==> src/rtl/cer_pkg.sv <==
package cer_pkg;

  typedef enum logic {
    CMP_NEIGHBOUR = 1'b0,
    CMP_SKIP_ONE  = 1'b1
  } cmp_mode_e;

  // Number of earlier samples a mode needs before it can check one.
  function automatic logic [1:0] history_needed(input cmp_mode_e m);
    return (m == CMP_SKIP_ONE) ? 2'd2 : 2'd1;
  endfunction

endpackage

==> src/rtl/cer_history.sv <==
module cer_history
  import cer_pkg::*;
#(
  parameter int CODE_W = 14
) (
  input  logic              clk,
  input  logic              rst_n,
  input  logic              clr,
  input  logic              in_valid,
  input  logic [CODE_W-1:0] in_code,
  input  logic              skip_mode,
  output logic [CODE_W-1:0] ref_code,
  output logic              armed
);

  logic [CODE_W-1:0] prev1_q;
  logic [CODE_W-1:0] prev2_q;
  logic [1:0]        fill_q;
  cmp_mode_e         mode_q;
  cmp_mode_e         mode_now;
  logic              mode_same;

  assign mode_now  = cmp_mode_e'(skip_mode);
  assign mode_same = (mode_now == mode_q);
  assign armed     = mode_same && (fill_q >= history_needed(mode_now));
  assign ref_code  = (mode_now == CMP_SKIP_ONE) ? prev2_q : prev1_q;

  always_ff @(posedge clk or negedge rst_n) begin
    if (!rst_n) begin
      prev1_q <= '0;
      prev2_q <= '0;
      fill_q  <= 2'd0;
      mode_q  <= CMP_NEIGHBOUR;
    end else if (clr) begin
      prev1_q <= '0;
      prev2_q <= '0;
      fill_q  <= 2'd0;
      mode_q  <= mode_now;
    end else if (!mode_same) begin
      mode_q <= mode_now;
      if (in_valid) begin
        prev1_q <= in_code;
        fill_q  <= 2'd1;
      end else begin
        fill_q <= 2'd0;
      end
    end else if (in_valid) begin
      prev2_q <= prev1_q;
      prev1_q <= in_code;
      fill_q  <= (fill_q == 2'd2) ? 2'd2 : fill_q + 2'd1;
    end
  end


  idle_hold_chk: assert property (@(posedge clk) disable iff (!rst_n)
    (!in_valid && !clr && mode_same) |=> ($stable(prev1_q) && $stable(fill_q)));


  restart_chk: assert property (@(posedge clk) disable iff (!rst_n)
    (clr || !mode_same) |=> (fill_q <= 2'd1));

endmodule

==> src/rtl/cer_step_judge.sv <==
module cer_step_judge #(
  parameter int CODE_W = 14
) (
  input  logic              in_valid,
  input  logic              armed,
  input  logic [CODE_W-1:0] in_code,
  input  logic [CODE_W-1:0] ref_code,
  input  logic [CODE_W-1:0] step_limit,
  output logic [CODE_W:0]   step_mag,
  output logic              step_err
);

  localparam int MAG_W = CODE_W + 1;

  // Absolute distance of two unsigned codes, one bit wider so it cannot wrap.
  function automatic logic [MAG_W-1:0] code_distance(input logic [CODE_W-1:0] a,
                                                     input logic [CODE_W-1:0] b);
    logic [MAG_W-1:0] d;
    d = {1'b0, a} - {1'b0, b};
    return d[MAG_W-1] ? (~d + 1'b1) : d;
  endfunction

  assign step_mag = code_distance(in_code, ref_code);
  assign step_err = in_valid && armed && (step_mag > {1'b0, step_limit});


  mag_range_chk: assert final (step_mag <= {1'b0, {CODE_W{1'b1}}});

endmodule

==> src/rtl/cer_tally.sv <==
module cer_tally #(
  parameter int CODE_W = 14,
  parameter int SCNT_W = 48,
  parameter int ECNT_W = 32
) (
  input  logic              clk,
  input  logic              rst_n,
  input  logic              clr,
  input  logic              in_valid,
  input  logic [CODE_W-1:0] in_code,
  input  logic              step_err,
  input  logic [SCNT_W-1:0] goal_samples,
  output logic              err_flag,
  output logic [SCNT_W-1:0] samples_seen,
  output logic [ECNT_W-1:0] errors_seen,
  output logic              run_passed,
  output logic              run_failed,
  output logic [CODE_W-1:0] last_bad_code,
  output logic [SCNT_W-1:0] last_bad_index
);

  localparam logic [SCNT_W-1:0] SMAX = {SCNT_W{1'b1}};
  localparam logic [ECNT_W-1:0] EMAX = {ECNT_W{1'b1}};

  assign run_passed = (samples_seen >= goal_samples) && (errors_seen == '0);

  always_ff @(posedge clk or negedge rst_n) begin
    if (!rst_n) begin
      err_flag       <= 1'b0;
      samples_seen   <= '0;
      errors_seen    <= '0;
      run_failed     <= 1'b0;
      last_bad_code  <= '0;
      last_bad_index <= '0;
    end else if (clr) begin
      err_flag       <= 1'b0;
      samples_seen   <= '0;
      errors_seen    <= '0;
      run_failed     <= 1'b0;
      last_bad_code  <= '0;
      last_bad_index <= '0;
    end else begin
      err_flag <= step_err;
      if (in_valid && samples_seen != SMAX) begin
        samples_seen <= samples_seen + 1'b1;
      end
      if (step_err) begin
        if (errors_seen != EMAX) begin
          errors_seen <= errors_seen + 1'b1;
        end
        run_failed     <= 1'b1;
        last_bad_code  <= in_code;
        last_bad_index <= samples_seen;
      end
    end
  end


  err_count_chk: assert property (@(posedge clk) disable iff (!rst_n)
    err_flag |-> ((errors_seen == $past(errors_seen) + 1'b1) || ($past(errors_seen) == EMAX)));


  no_wrap_chk: assert property (@(posedge clk) disable iff (!rst_n)
    !clr |=> (samples_seen >= $past(samples_seen)));


  fail_sticky_chk: assert property (@(posedge clk) disable iff (!rst_n)
    (run_failed && !clr) |=> run_failed);


  pass_clean_chk: assert property (@(posedge clk) disable iff (!rst_n)
    run_passed |-> (errors_seen == '0));


  clear_chk: assert property (@(posedge clk) disable iff (!rst_n)
    clr |=> (samples_seen == '0 && errors_seen == '0 && !run_failed && !err_flag));

endmodule

==> src/rtl/cer_step_monitor.sv <==
module cer_step_monitor #(
  parameter int CODE_W = 14,
  parameter int SCNT_W = 48,
  parameter int ECNT_W = 32
) (
  input  logic              clk,
  input  logic              rst_n,
  input  logic              clr,
  input  logic              in_valid,
  input  logic [CODE_W-1:0] in_code,
  input  logic              skip_mode,
  input  logic [CODE_W-1:0] step_limit,
  input  logic [SCNT_W-1:0] goal_samples,
  output logic              err_flag,
  output logic [SCNT_W-1:0] samples_seen,
  output logic [ECNT_W-1:0] errors_seen,
  output logic              run_passed,
  output logic              run_failed,
  output logic [CODE_W-1:0] last_bad_code,
  output logic [SCNT_W-1:0] last_bad_index
);

  logic [CODE_W-1:0] ref_code;
  logic              armed;
  logic [CODE_W:0]   step_mag;
  logic              step_err;
  logic              take_sample;

  assign take_sample = in_valid && !clr;

  cer_history #(.CODE_W(CODE_W)) u_hist (
    .clk       (clk),
    .rst_n     (rst_n),
    .clr       (clr),
    .in_valid  (in_valid),
    .in_code   (in_code),
    .skip_mode (skip_mode),
    .ref_code  (ref_code),
    .armed     (armed)
  );

  cer_step_judge #(.CODE_W(CODE_W)) u_judge (
    .in_valid   (take_sample),
    .armed      (armed),
    .in_code    (in_code),
    .ref_code   (ref_code),
    .step_limit (step_limit),
    .step_mag   (step_mag),
    .step_err   (step_err)
  );

  cer_tally #(.CODE_W(CODE_W), .SCNT_W(SCNT_W), .ECNT_W(ECNT_W)) u_tally (
    .clk            (clk),
    .rst_n          (rst_n),
    .clr            (clr),
    .in_valid       (take_sample),
    .in_code        (in_code),
    .step_err       (step_err),
    .goal_samples   (goal_samples),
    .err_flag       (err_flag),
    .samples_seen   (samples_seen),
    .errors_seen    (errors_seen),
    .run_passed     (run_passed),
    .run_failed     (run_failed),
    .last_bad_code  (last_bad_code),
    .last_bad_index (last_bad_index)
  );


  pulse_cause_chk: assert property (@(posedge clk) disable iff (!rst_n)
    err_flag |-> $past(in_valid));


  limit_chk: assert property (@(posedge clk) disable iff (!rst_n)
    (step_err |-> (step_mag > {1'b0, step_limit})));

endmodule

==> config.mk <==
export PLATFORM = sky130hd
export DESIGN_NAME = cer_step_monitor
export DESIGN_NICKNAME = d
export VERILOG_FILES = /design/src/rtl/cer_pkg.sv /design/src/rtl/cer_history.sv /design/src/rtl/cer_step_judge.sv /design/src/rtl/cer_tally.sv /design/src/rtl/cer_step_monitor.sv
export SDC_FILE = /design/constraint.sdc
export NUM_CORES = 1
export LEC_CHECK = 0
export ABC_AREA = 1
export CORE_MARGIN = 2
export CORE_UTILIZATION = 54
export CTS_CLUSTER_DIAMETER = 150
export CTS_CLUSTER_SIZE = 28
export DETAILED_ROUTE_END_ITERATION = 16
export PLACE_DENSITY = 0.82
export SLEW_MARGIN = 20
export SYNTH_ARGS = -nofsm -noshare
export SYNTH_HDL_FRONTEND = slang
export SYNTH_SLANG_ARGS = --single-unit
==> constraint.sdc <==
create_clock -name clk -period 5 [get_ports clk]
set_clock_uncertainty 0.2 [all_clocks]
set_input_delay 0.5 -clock clk [delete_from_list [all_inputs] [get_ports clk]]
set_output_delay 0.5 -clock clk [all_outputs]
set_load 0.1 [all_outputs]
==> Yosys cells after proc, flatten, opt, wreduce, memory -nomap -nowiden <==
Index checks and enable logic that the tools add are counted.
{ "word_totals": {"in_bits": 81, "ff_bits": 175, "output_inout_bits": 145} }
{ "op_classes": {"eq_ne": 6, "magnitude_cmp": 3, "n_reduce_logical": 15, "bitwise": 1, "add_sub_neg": 5, "mux": 27} }
{ "ops": {"columns": ["operator", "n"], "rows": [
  ["two-way mux 48 bit", 4],
  ["two-way mux 14 bit", 8],
  ["two-way mux 32 bit", 3],
  ["adder 48 x 1 -> 48 bit (second input constant)", 1],
  ["greater-or-equal comparator 48 bit", 1],
  ["!= test 48 bit (second input constant)", 1],
  ["adder 32 x 1 -> 32 bit (second input constant)", 1],
  ["zero test 32 bit", 1],
  ["!= test 32 bit (second input constant)", 1],
  ["adder 15 x 1 -> 15 bit (second input constant)", 1],
  ["> comparator 15 x 14 -> 1 bit", 1],
  ["two-way mux 15 bit", 1],
  ["NOT 15 bit", 1],
  ["subtractor 14 x 14 -> 15 bit", 1],
  ["two-way mux 2 bit", 5],
  ["nonzero test 2 bit", 5],
  ["logical AND 1 bit", 6],
  ["two-way mux 1 bit", 6],
  ["AND reduction 2 bit", 2],
  ["!= test 3 bit (second input constant)", 1],
  ["adder 2 x 1 -> 2 bit (second input constant)", 1],
  ["equality test 2 bit (second input constant)", 1],
  ["greater-or-equal comparator 2 bit", 1],
  ["!= test 2 bit (second input constant)", 1],
  ["2 further kinds", 2]
]} }

==> Logic depth before layout (Yosys ltp) <==
Gate-level depths: netlist of the first run.
{ "depth": {"depth_word": 9, "depth_mapped": 37} }

==> Hierarchy <==
From an unflattened synthesis of the first run, not the netlist that was laid out.
{ "unflattened": {"hier_cells": 1867, "area_unflattened_um2": 12679.7} }
{ "modules_own_cells": {"columns": ["module", "cells_per_inst", "seq_area_each_um2", "area_each_um2", "n_inst"], "rows": [
  ["cer_tally", 1362, 3603.5, 9459.1, 1],
  ["cer_step_judge", 323, 0.0, 1751.7, 1],
  ["cer_history", 180, 775.7, 1458.9, 1],
  ["cer_step_monitor", 2, 0.0, 10.0, 1]
]} }

==> Least setup slack after synthesis of the first run <==
OpenSTA, ideal clock, no wires.
{ "synth_timing": {"path_kind": "input-to-reg", "start": "input port skip_mode", "end": "register u_tally.last_bad_index[38]", "t_arrival_ns": 4.548, "path_stages": 34, "path_slack_ns": 0.184, "required_ns": 4.732, "path_buffers": 5, "path_cell_list": "clkbuf_1 > clkbuf_1 > nand2_1 > o21ai_0 > ha_1 > inv_1 > fa_1 > nand3_1 > nand2_1 > nand3_1 > nand3_1 > nand2_1 > a21oi_1 > nor2_1 > clkbuf_1 > nand2_1 > xor2_1 > ha_1 > a21oi_1 > o21a_1 > o21ai_0 > nand2_1 > nand2_1 > nand2_1 > nand2_1 > nand2_1 > nand2_1 > nand2_1 > nand2_1 > nand2_4 > buf_6 > buf_2 > nand3_1 > nand2_1"} }
{ "synth_via": {"elab_chain_len": 8, "word_cells_on_any_way": 13} }
{ "synth_lines": {"columns": ["item", "line_no", "text"], "rows": [
  ["start: declaration", "cer_step_monitor.sv:11", "input logic skip_mode,"],
  ["two-way mux 14 bit", "cer_history.sv:26", "assign ref_code = (mode_now == CMP_SKIP_ONE) ? prev2_q : prev1_q;"],
  ["subtractor 14 x 14 -> 15 bit", "cer_step_judge.sv:19", "d = {1'b0, a} - {1'b0, b};"],
  ["NOT 15 bit", "cer_step_judge.sv:20", "return d[MAG_W-1] ? (~d + 1'b1) : d;"],
  ["adder 15 x 1 -> 15 bit", "cer_step_judge.sv:20", null],
  ["two-way mux 15 bit", "cer_step_judge.sv:20", null],
  ["> comparator 15 x 14 -> 1 bit", "cer_step_judge.sv:24", "assign step_err = in_valid && armed && (step_mag > {1'b0, step_limit});"],
  ["logical AND 1 bit (*)", "cer_step_judge.sv:24", null],
  ["nonzero test 2 bit (no source line) (*)", null, null],
  ["end signal: assignment", "cer_tally.sv:53", "last_bad_index <= samples_seen;"],
  ["end: declaration", "cer_tally.sv:19", "output logic [SCNT_W-1:0] last_bad_index"]
]} }
Every way passes the cells marked *; elsewhere a longest branch is shown, timed or not.
A chain may end at the register's enable or synchronous reset.

==> Worst setup path after layout of the first run <==
{ "layout_timing": {"start": "input port in_code[0]", "end": "register u_tally.errors_seen[2]"} }
{ "layout_via": {"elab_chain_len": 8} }
{ "layout_lines": {"columns": ["item", "line_no", "text"], "rows": [
  ["start: declaration", "cer_step_monitor.sv:10", "input logic [CODE_W-1:0] in_code,"],
  ["subtractor 14 x 14 -> 15 bit (*)", "cer_step_judge.sv:19", null],
  ["NOT 15 bit", "cer_step_judge.sv:20", null],
  ["adder 15 x 1 -> 15 bit", "cer_step_judge.sv:20", null],
  ["two-way mux 15 bit (*)", "cer_step_judge.sv:20", null],
  ["> comparator 15 x 14 -> 1 bit (*)", "cer_step_judge.sv:24", null],
  ["logical AND 1 bit (*)", "cer_step_judge.sv:24", null],
  ["nonzero test 2 bit (no source line) (*)", null, null],
  ["AND reduction 2 bit (no source line) (*)", null, null],
  ["end signal: assignment", "cer_tally.sv:49", "errors_seen <= errors_seen + 1'b1;"],
  ["end: declaration", "cer_tally.sv:15", "output logic [ECNT_W-1:0] errors_seen,"]
]} }
Marked as above.

==> results of run 1 <==
## worst paths after layout
check	startpoint	end	slack, ps	cells after the start
setup / recovery	in_code[0]	u_tally.errors_seen[2]	420	32
hold / removal	u_tally.last_bad_index[16]	u_tally.last_bad_index[16]	300	2
setup reg to reg	u_hist.prev1_q[0]	u_tally.errors_seen[2]	510	32
hold reg to reg	u_tally.last_bad_index[16]	u_tally.last_bad_index[16]	300	2
max in group asynchronous	rst_n	u_hist.prev1_q[5]	3010	3
min in group asynchronous	rst_n	u_tally.errors_seen[15]	500	2
## sequential cells by signal (all words and copies together), names as in the netlist
name / flops
u_tally.errors_seen: 32
u_tally.last_bad_index: 48
u_hist.mode_q: 1
u_tally.samples_seen: 48
u_hist.prev2_q: 14
u_tally.last_bad_code: 14
u_hist.prev1_q: 14
u_tally.err_flag: 1
u_hist.fill_q: 2
u_tally.run_failed: 1
## layout by cell type, fill, tap and decap left out, types with 45 or more instances in the layout
cell type	synthesis	routed
clkdlybuf4s50_1	0	221
buf_4	1	55
a21oi_1	63	62
ha_1	84	84
nand3_1	157	154
nor3_1	46	45
nand2_1	397	395
inv_1	259	259
o21ai_0	98	94
nor2_1	132	129
dfrtp_1	175	175
## worst register-to-register path: cells and delay by family, from the launching register on
family	cells	cell delay (ps)
flops	1	360
compound gates	4	550
simple gates	18	1570
fa+ha+maj	4	1000
xor+xnor	1	150
buf+inv	5	530
## power by group through the flow
stage	sequential (mW)	clock, mW	combinational (mW)
final	1.45	1.42	0.823
after global routing	1.45	1.49	0.914
after CTS	1.45	1.43	0.771
after detailed placement	1.48	0	0.766
after global placement	1.48	0	0.749
after floorplan	1.55	0	0.396
## metrics by stage
step | power [mW] | util, % | instances | setup TNS [ps] | area [um^2]
5_1_grt | 3.86 | 72.0 | 2219 | 0 | 15700
6_report | 3.70 | 72.0 | 2219 | 0 | 15700
3_5_place_dp | 2.24 | 67.9 | 2175 | -26770 | 14800
4_1_cts | 3.65 | 70.8 | 2208 | 0 | 15400
2_1_floorplan | 1.94 | - | 1666 | 0 | 12000
3_3_place_gp | 2.23 | 67.9 | 2175 | -14510 | 14800
## layer usage
metal	routed length, um	vias to the layer above	global-route usage (%)
met3	3340	83	6.29
met5	0	-	0
met4	890	0	8.02
li1	-	5967	-
met1	16000	5879	42.4
met2	17400	610	49.4
## kinds of logic after synthesis
family                   Yosys count  synth area share, %
flip-flops                       175                 36.6
AO/OA/AOI/OAI                    227                 10.4
buffers and inverters            313                 10.3
adder cells (fa/ha/maj)           85                 8.95
XOR/XNOR                          45                 3.36
AND/OR/NAND/NOR                  821                 30.4
## repair_timing
item / 4_1_cts / 5_1_grt
hold buffers: 1 / 0
resized for setup: 0 / 26
setup buffers: 0 / 5
hold endpoints to repair: 4 / 0
setup endpoints to repair: 0 / 96
## layout make-up
type,count,area [um^2]
inverters,262,983
fillers,1782,6080
multi-input cells,1179,6460
repair buffers,291,2880
flip-flops and latches,175,4380
clock buffers,17,425
well taps,280,350
clock inverters,15,194
==> flow_metrics.py, run 1 <==
metrics = {
    "die": {
        "coreArea_um2": 21800,
        "die_y_um": 153,
        "fp-row-count": 54,
        "dieArea_um2": 23400,
        "initial_core_util_pct": 55.0,
        "die_w_um": 153,
        "io_pins": 226,
    },
    "global_routing": {
        "grt_remaining_overflow": 0,
        "grt_pass1_vias": 11900,
        "grt_antenna_before_repair": 0,
        "grt.total_usage_pct": 30.6,
        "grt_start_max_net_pins": 98,
        "grt_pass1_wl_mm": 59.1,
    },
    "worst_setup_path": {
        "crit_top_cell": "nand2_1",
        "slowest_delay_ps": 450,
        "crit_fanout": 8,
        "critPathLaunchType": "input pin",
        "critical_path.slowest_cell": "clkdlybuf4s50_1",
        "path_class": "in2reg",
        "arrival_ps": 4690,
        "crit_family": "simple AND/OR/NAND/NOR gates",
        "crit_required_ps": 5110,
        "critPathBufInv": 6,
        "cp-end-kind": "flip-flop",
    },
    "logic_synthesis": {
        "synth_top_area_share_pct": 36.6,
        "synthesis.area_um2": 12000,
        "yosysMostFrequentCell": "nand2_1",
        "yosysUniqueCellTypes": 46,
        "synth_ff_type": "dfrtp_1",
        "synth_warnings": 0,
        "synthesis.nets": 1832,
        "yosysTopAreaCell": "dfrtp_1",
        "synth-seq-cells": 175,
        "seq_area_frac_synth_pct": 36.6,
        "yosys-top-cells-count": "nand2_1 (397), inv_1 (259), dfrtp_1 (175)",
        "synth_edf_count": 0,
        "avgSynthCellArea_um2": 7.18,
        "syn_inst": 1666,
        "ys_async_sr_fraction_pct": 100,
        "synth_area_leaders": "dfrtp_1 (37%), nand2_1 (12%), ha_1 (8.8%), inv_1 (8.1%), nand3_1 (6.6%)",
    },
    "pwr": {
        "leakage_nw": 7.33,
        "clkPwrFrac_pct": 38.5,
        "peakVddDrop_mv": 0.238,
        "pwr-share-comb_pct": 22.2,
        "power.switching_mw": 1.13,
        "seq_power_share_pct": 39.3,
        "swShare_pct": 30.5,
        "power_density_nw_per_um2": 236,
        "internal_power_mw": 2.57,
    },
    "finish": {
        "fin_nets": 2092,
        "drive_above_1_share_pct": 7.17,
        "area_growth_pct": 31.0,
        "diodes": 0,
    },
    "sta": {
        "tightest_slew_ps": 1100,
        "finalCritPeriodShare_pct": 91.6,
        "setup_viol": 0,
        "drv_slew": 0,
        "fin_hold_ws_ps": 303,
        "hold_violations": 0,
        "relSlewSlack_pct": 26.3,
        "max_freq_mhz": 218,
        "setup_ws_ps": 418,
        "grt_setup_unrepaired": "false",
        "finalCriticalPeriod_ps": 4580,
    },
    "outcome": {
        "status": "completed",
    },
    "detailed_routing": {
        "vias": 12500,
        "drtPass1Iterations": 6,
        "detail-route-antenna-nets": 0,
        "wl_per_cell_um": 17.0,
        "via_per_inst": 5.65,
        "first_iter_violations": 1276,
        "wirelength_mm": 37.7,
        "remaining_drc_errors": 0,
    },
    "placement": {
        "hpwl_mm": 26.9,
        "gp_congestion": 0.931,
        "dp_slack_ps": -356,
        "numPortBuffers": 225,
    },
    "cts": {
        "cts_buffers": 17,
        "cts.htree.levels": 4,
        "clockBufferDepth": 2,
        "path_clk_slew_ps": 70,
        "cts_tree": "yes",
        "insertion_delay_ps": 430,
        "cts-root-buf": "clkbuf_16",
        "clock_sinks": 175,
    },
    "job": {
        "cap_violations": 0,
    },
    "worst_hold_path": {
        "min_path_type": "reg2reg",
    },
}
No activity file was read; power rests on OpenSTA's default activity.
==> run 2: changes to the inputs <==
Settings changed: GPL_TIMING_DRIVEN set to 0.
==> run 2 against run 1 <==
Net effect: hold slack lost 170 ps; sequential power barely moved; sequential share of layout area grew 0.23 points; critical endpoint is now u_tally.errors_seen[29]; combinational power down 6.1%; critical path type unchanged; flip-flop and latch count is the same; largest cell class unchanged; largest power group unchanged.
==> flow_metrics.py, run 2 (same netlist as run 1, synthesis figures left out) <==
metrics = {
    "worst_setup_path": {
        "path_class": "in2reg",
        "critPathLaunchType": "input pin",
        "regToRegStartpoint": "u_hist.prev1_q[0]",
        "startpoint": "skip_mode",
        "arrival_ps": 4850,
        "crit_top_cell": "nand2_1",
        "critical_path.slowest_cell": "fa_2",
        "cp-end-kind": "flip-flop",
        "reg2reg_depth": 32,
        "crit_fanout": 10,
        "slowest_delay_ps": 380,
        "r2r_slack_ps": 370,
        "r2r-end": "u_tally.errors_seen[29]",
        "crit_required_ps": 5170,
    },
    "die": {
        "fp-row-count": 54,
        "die_w_um": 153,
        "coreArea_um2": 21800,
        "dieArea_um2": 23400,
        "die_y_um": 153,
        "io_pins": 226,
        "initial_core_util_pct": 55.0,
    },
    "placement": {
        "gp_congestion": 0.934,
        "dp.cells": 2172,
        "hpwl_mm": 29.6,
        "numPortBuffers": 225,
    },
    "finish": {
        "diodes": 0,
        "final_cell_mix": "nand2_1 (395), inv_1 (257), clkdlybuf4s50_1 (223)",
        "stdcell_count": 2220,
        "fin_nets": 2093,
        "area_growth_pct": 30.0,
        "top_regs": "u_tally.last_bad_index (48), u_tally.samples_seen (48), u_tally.errors_seen (32)",
        "drive_above_1_share_pct": 5.82,
        "final_common_cell": "nand2_1",
        "nFillCells": 1818,
    },
    "detailed_routing": {
        "wl_met3_mm": 3.31,
        "wl_per_cell_um": 17.7,
        "drtPass1Iterations": 6,
        "vias": 12700,
        "first_iter_violations": 1110,
        "via_per_inst": 5.71,
        "wl_met1_mm": 16.9,
        "dr_wl_met2_mm": 18.5,
        "remaining_drc_errors": 0,
        "top_layer_used": "met4",
        "wirelength_mm": 39.4,
        "detail-route-antenna-nets": 0,
    },
    "cts": {
        "cts.htree.levels": 4,
        "clockBufferDepth": 2,
        "cts_buffers": 17,
        "cts_tree": "yes",
        "clock_sinks": 175,
        "insertion_delay_ps": 440,
        "cts-root-buf": "clkbuf_16",
        "path_clk_slew_ps": 70,
    },
    "worst_hold_path": {
        "min_path_type": "in2reg",
        "hp-start": "skip_mode",
        "holdPathEnd": "u_hist.mode_q",
        "holdPathStages": 2,
    },
    "pwr": {
        "peakVddDrop_mv": 0.242,
        "leakage_nw": 7.22,
        "power_density_nw_per_um2": 231,
    },
    "sta": {
        "relSlewSlack_pct": 28.0,
        "fin_hold_ws_ps": 129,
        "setup_viol": 0,
        "hold_violations": 0,
        "tightest_slew_ps": 1080,
        "finalCriticalPeriod_ps": 4680,
        "finalCritPeriodShare_pct": 93.5,
        "drv_slew": 0,
        "max_freq_mhz": 214,
        "tns_ps": 0,
    },
    "global_routing": {
        "grt.total_usage_pct": 32.8,
        "grt_start_max_net_pins": 90,
        "grt_remaining_overflow": 0,
        "grt_pass1_vias": 11900,
        "grt_antenna_before_repair": 0,
        "grt_pass1_wl_mm": 61.8,
    },
    "outcome": {
        "status": "completed",
    },
    "job": {
        "cap_violations": 0,
    },
}
run 2: changes by cell type in the layout (fill, tap and decap cells not counted), moves of 3 or more:
cell	delta
buf_2	+3
buf_4	-42
clkbuf_2	+6
clkbuf_1	+16
buf_8	+9
buf_1	+8
run 2: how the worst max path moves through the flow:
stage	depth (start not counted)	to	slack, ps
after global routing	34	u_tally.errors_seen[4]	-30
after floorplan	34	u_tally.last_bad_index[38]	180
after global placement	1	u_tally.last_bad_index[33]	-3910
after detailed placement	33	u_tally.last_bad_index[11]	-1810
after CTS	32	u_tally.last_bad_code[12]	20
final	35	u_tally.errors_seen[29]	320
run 2: power by group:
part / internal, mW / switching, mW / total, mW
combinational: 0.290 / 0.484 / 0.773
clock: 0.747 / 0.621 / 1.37
sequential: 1.44 / 0.0174 / 1.45
total: 2.47 / 1.12 / 3.59
run 2: critical path, delay by kind of cell:
family | cells | cell delay [ps]
and+or+nand+nor | 22 | 2420
adders and majority gates | 3 | 850
buffers and inverters | 8 | 840
xor gates and xnor gates | 1 | 110
AOI/OAI and AO/OA | 1 | 90
run 2: cell type report:
class                   count  area (um^2)  area share, %
plain buffers              50          340           2.19
clock buffers              18          429           2.76
clock inverters            14          155          0.998
inverters                 262          983           6.33
multi-input cells        1178         6410           41.2
flip-flops and latches    175         4380           28.2
well taps                 280          350           2.25
repair buffers            243         2500           16.1
run 2: per-stage QoR:
step	cell area [um^2]	setup WS (ps)	utilization [%]	power (mW)
floorplan	12000	184	-	1.94
global placement	14600	-3910	66.9	2.17
detailed placement	14600	-1810	67.1	2.19
CTS	15300	24.9	70.3	3.55
global route	15500	-26.7	71.5	3.74
finish	15500	323	71.5	3.59
run 2: metal layers:
| layer | vias up | track usage [%] |
|---|---|---|
| li1 | 5989 | - |
| met1 | 6039 | 45.2 |
| met2 | 589 | 53.1 |
| met3 | 66 | 6.69 |
| met4 | 0 | 8.69 |
| met5 | - | 0 |
run 2: timing repair:
action / CTS / global route
buffers inserted: 5 / 8
hold endpoints to repair: 88 / 0
endpoints found under the setup margin: 96 / 96
pin swaps: 2 / 13
gates cloned: 0 / 3
hold buffers: 1 / 0
gates resized for setup: 27 / 42
==> run 3: changes to the inputs <==
Settings changed: SYNTH_HIERARCHICAL set to 1.
==> run 3 against run 2 <==
Net effect: register-to-register slack improved by 30 ps; via count rose by 7.1%; combinational power fell by 15%; clock power barely moved; flip-flop and latch count did not move; synthesized cell count rose by 12%; utilization fell by 1.4 points; hold slack got worse by 6.2 ps; maximum frequency fell by 0.79%; die area rose by 5.8%; final area rose by 4.8%; critical path type unchanged; largest cell class unchanged.
==> flow_metrics.py, run 3 <==
metrics = {
    "worst_setup_path": {
        "cp-end-kind": "flip-flop",
        "crit_top_cell": "nand2_1",
        "crit_required_ps": 5150,
        "path_class": "in2reg",
        "critPathLaunchType": "input pin",
        "arrival_ps": 4870,
        "slowest_delay_ps": 560,
        "crit_fanout": 10,
        "critical_path.slowest_cell": "fa_2",
    },
    "global_routing": {
        "grt_start_max_net_pins": 67,
        "grt_pass1_wl_mm": 67.1,
        "grt_antenna_before_repair": 1,
        "grt_pass1_vias": 12900,
        "grt_remaining_overflow": 0,
        "grt.total_usage_pct": 35.1,
    },
    "logic_synthesis": {
        "synthesis.nets": 2030,
        "synth_warnings": 6,
        "syn_inst": 1865,
        "synthesis.area_um2": 12700,
        "avgSynthCellArea_um2": 6.79,
    },
    "pwr": {
        "leakage_nw": 7.71,
        "power_mw": 3.46,
        "power_density_nw_per_um2": 212,
        "peakVddDrop_mv": 0.217,
    },
    "cts": {
        "insertion_delay_ps": 440,
        "cts_tree": "yes",
        "path_clk_slew_ps": 80,
        "clockBufferDepth": 2,
        "clock_sinks": 175,
        "cts_buffers": 17,
        "cts-root-buf": "clkbuf_16",
        "cts.htree.levels": 4,
    },
    "die": {
        "dieArea_um2": 24700,
        "initial_core_util_pct": 54.5,
        "fp-row-count": 56,
        "coreArea_um2": 23300,
        "io_pins": 226,
        "die_y_um": 157,
        "die_w_um": 157,
    },
    "detailed_routing": {
        "remaining_drc_errors": 0,
        "top_layer_used": "met4",
        "detail-route-antenna-nets": 0,
        "dr_wl_met2_mm": 20.4,
        "wl_met1_mm": 18.3,
        "wl_per_cell_um": 17.7,
        "vias": 13600,
        "first_iter_violations": 1181,
        "wirelength_mm": 43.5,
        "wl_met3_mm": 3.76,
        "drtPass1Iterations": 6,
        "via_per_inst": 5.53,
    },
    "sta": {
        "fin_hold_ws_ps": 123,
        "finalCritPeriodShare_pct": 94.3,
        "drv_slew": 0,
        "tns_ps": 0,
        "relSlewSlack_pct": 29.7,
        "max_freq_mhz": 212,
        "grt_setup_unrepaired": "false",
        "setup_viol": 0,
        "tightest_slew_ps": 1050,
        "finalCriticalPeriod_ps": 4710,
        "hold_violations": 0,
    },
    "finish": {
        "final_common_cell": "nand2_1",
        "drive_above_1_share_pct": 8.38,
        "fin_nets": 2289,
        "top_regs": "u_tally/last_bad_index (48), u_tally/samples_seen (48), u_tally/errors_seen (32)",
        "area_growth_pct": 28.5,
        "fin_area_um2": 16300,
        "final_cell_mix": "nand2_1 (585), inv_1 (233), clkdlybuf4s50_1 (223)",
    },
    "placement": {
        "hpwl_mm": 33.4,
        "gp_congestion": 0.941,
        "place_area_um2": 15400,
        "numPortBuffers": 225,
    },
    "outcome": {
        "status": "completed",
    },
    "worst_hold_path": {
        "min_path_type": "in2reg",
    },
    "job": {
        "cap_violations": 0,
    },
}
-- run 3: layout make-up --
class	instances	area, um^2
Timing Repair Buffer	240	2450
Buffer	54	398
Antenna cell	1	2.50
Sequential cell	175	4380
Clock inverter	15	173
Fill cell	2057	6970
Tap cell	319	399
Clock buffer	17	425
Inverter	249	940
Multi-Input combinational cell	1387	7120
-- run 3: worst max-delay path, delay by kind of cell --
kind / cells / cell delay, ps
simple gates: 19 / 1590
buf+inv: 8 / 1040
fa+ha+maj: 4 / 1300
compound gates: 3 / 440
-- run 3: repair_timing --
action	4_1_cts	5_1_grt
hold endpoints to repair	52	0
buffers inserted	7	4
endpoints found under the setup margin	96	96
resized for setup	37	45
cloned	0	1
hold buffers	1	0
pin swaps	1	1
-- run 3: metal layers --
layer / vias to the layer above / global-route usage (%)
met4: 0 / 9.65
met1: 6407 / 47.5
li1: 6453 / -
met2: 659 / 58.7
met5: - / 0
met3: 69 / 5.34
-- run 3: worst paths after layout --
| path | start | to | slack [ps] | depth (start not counted) |
|---|---|---|---|---|
| max in group asynchronous | rst_n | u_tally/last_bad_code[10] | 3230 | 4 |
| worst min register to register | u_hist/prev1_q[12] | u_hist/prev2_q[12] | 290 | 2 |
| min in group asynchronous | rst_n | u_tally/samples_seen[12] | 350 | 2 |
| worst max register to register | u_hist/prev1_q[0] | u_tally/last_bad_index[39] | 400 | 31 |
| worst max-delay path | skip_mode | u_tally/last_bad_index[39] | 290 | 34 |
| worst min-delay path | skip_mode | u_hist/mode_q | 120 | 2 |
-- run 3: power by group --
| group | total [mW] | switching (mW) | internal, mW |
|---|---|---|---|
| Clock | 1.36 | 0.649 | 0.715 |
| Sequential | 1.44 | 0.0118 | 1.43 |
| Combinational | 0.655 | 0.412 | 0.243 |
-- run 3: stage by stage --
| step | setup slack (ps) | util (%) | cells |
|---|---|---|---|
| floorplan | 375 | - | 1865 |
| global placement | -4020 | 65.9 | 2409 |
| detailed placement | -1320 | 66.1 | 2411 |
| CTS | 56.3 | 69.5 | 2451 |
| global route | 11.6 | 70.0 | 2457 |
| finish | 286 | 70.0 | 2457 |
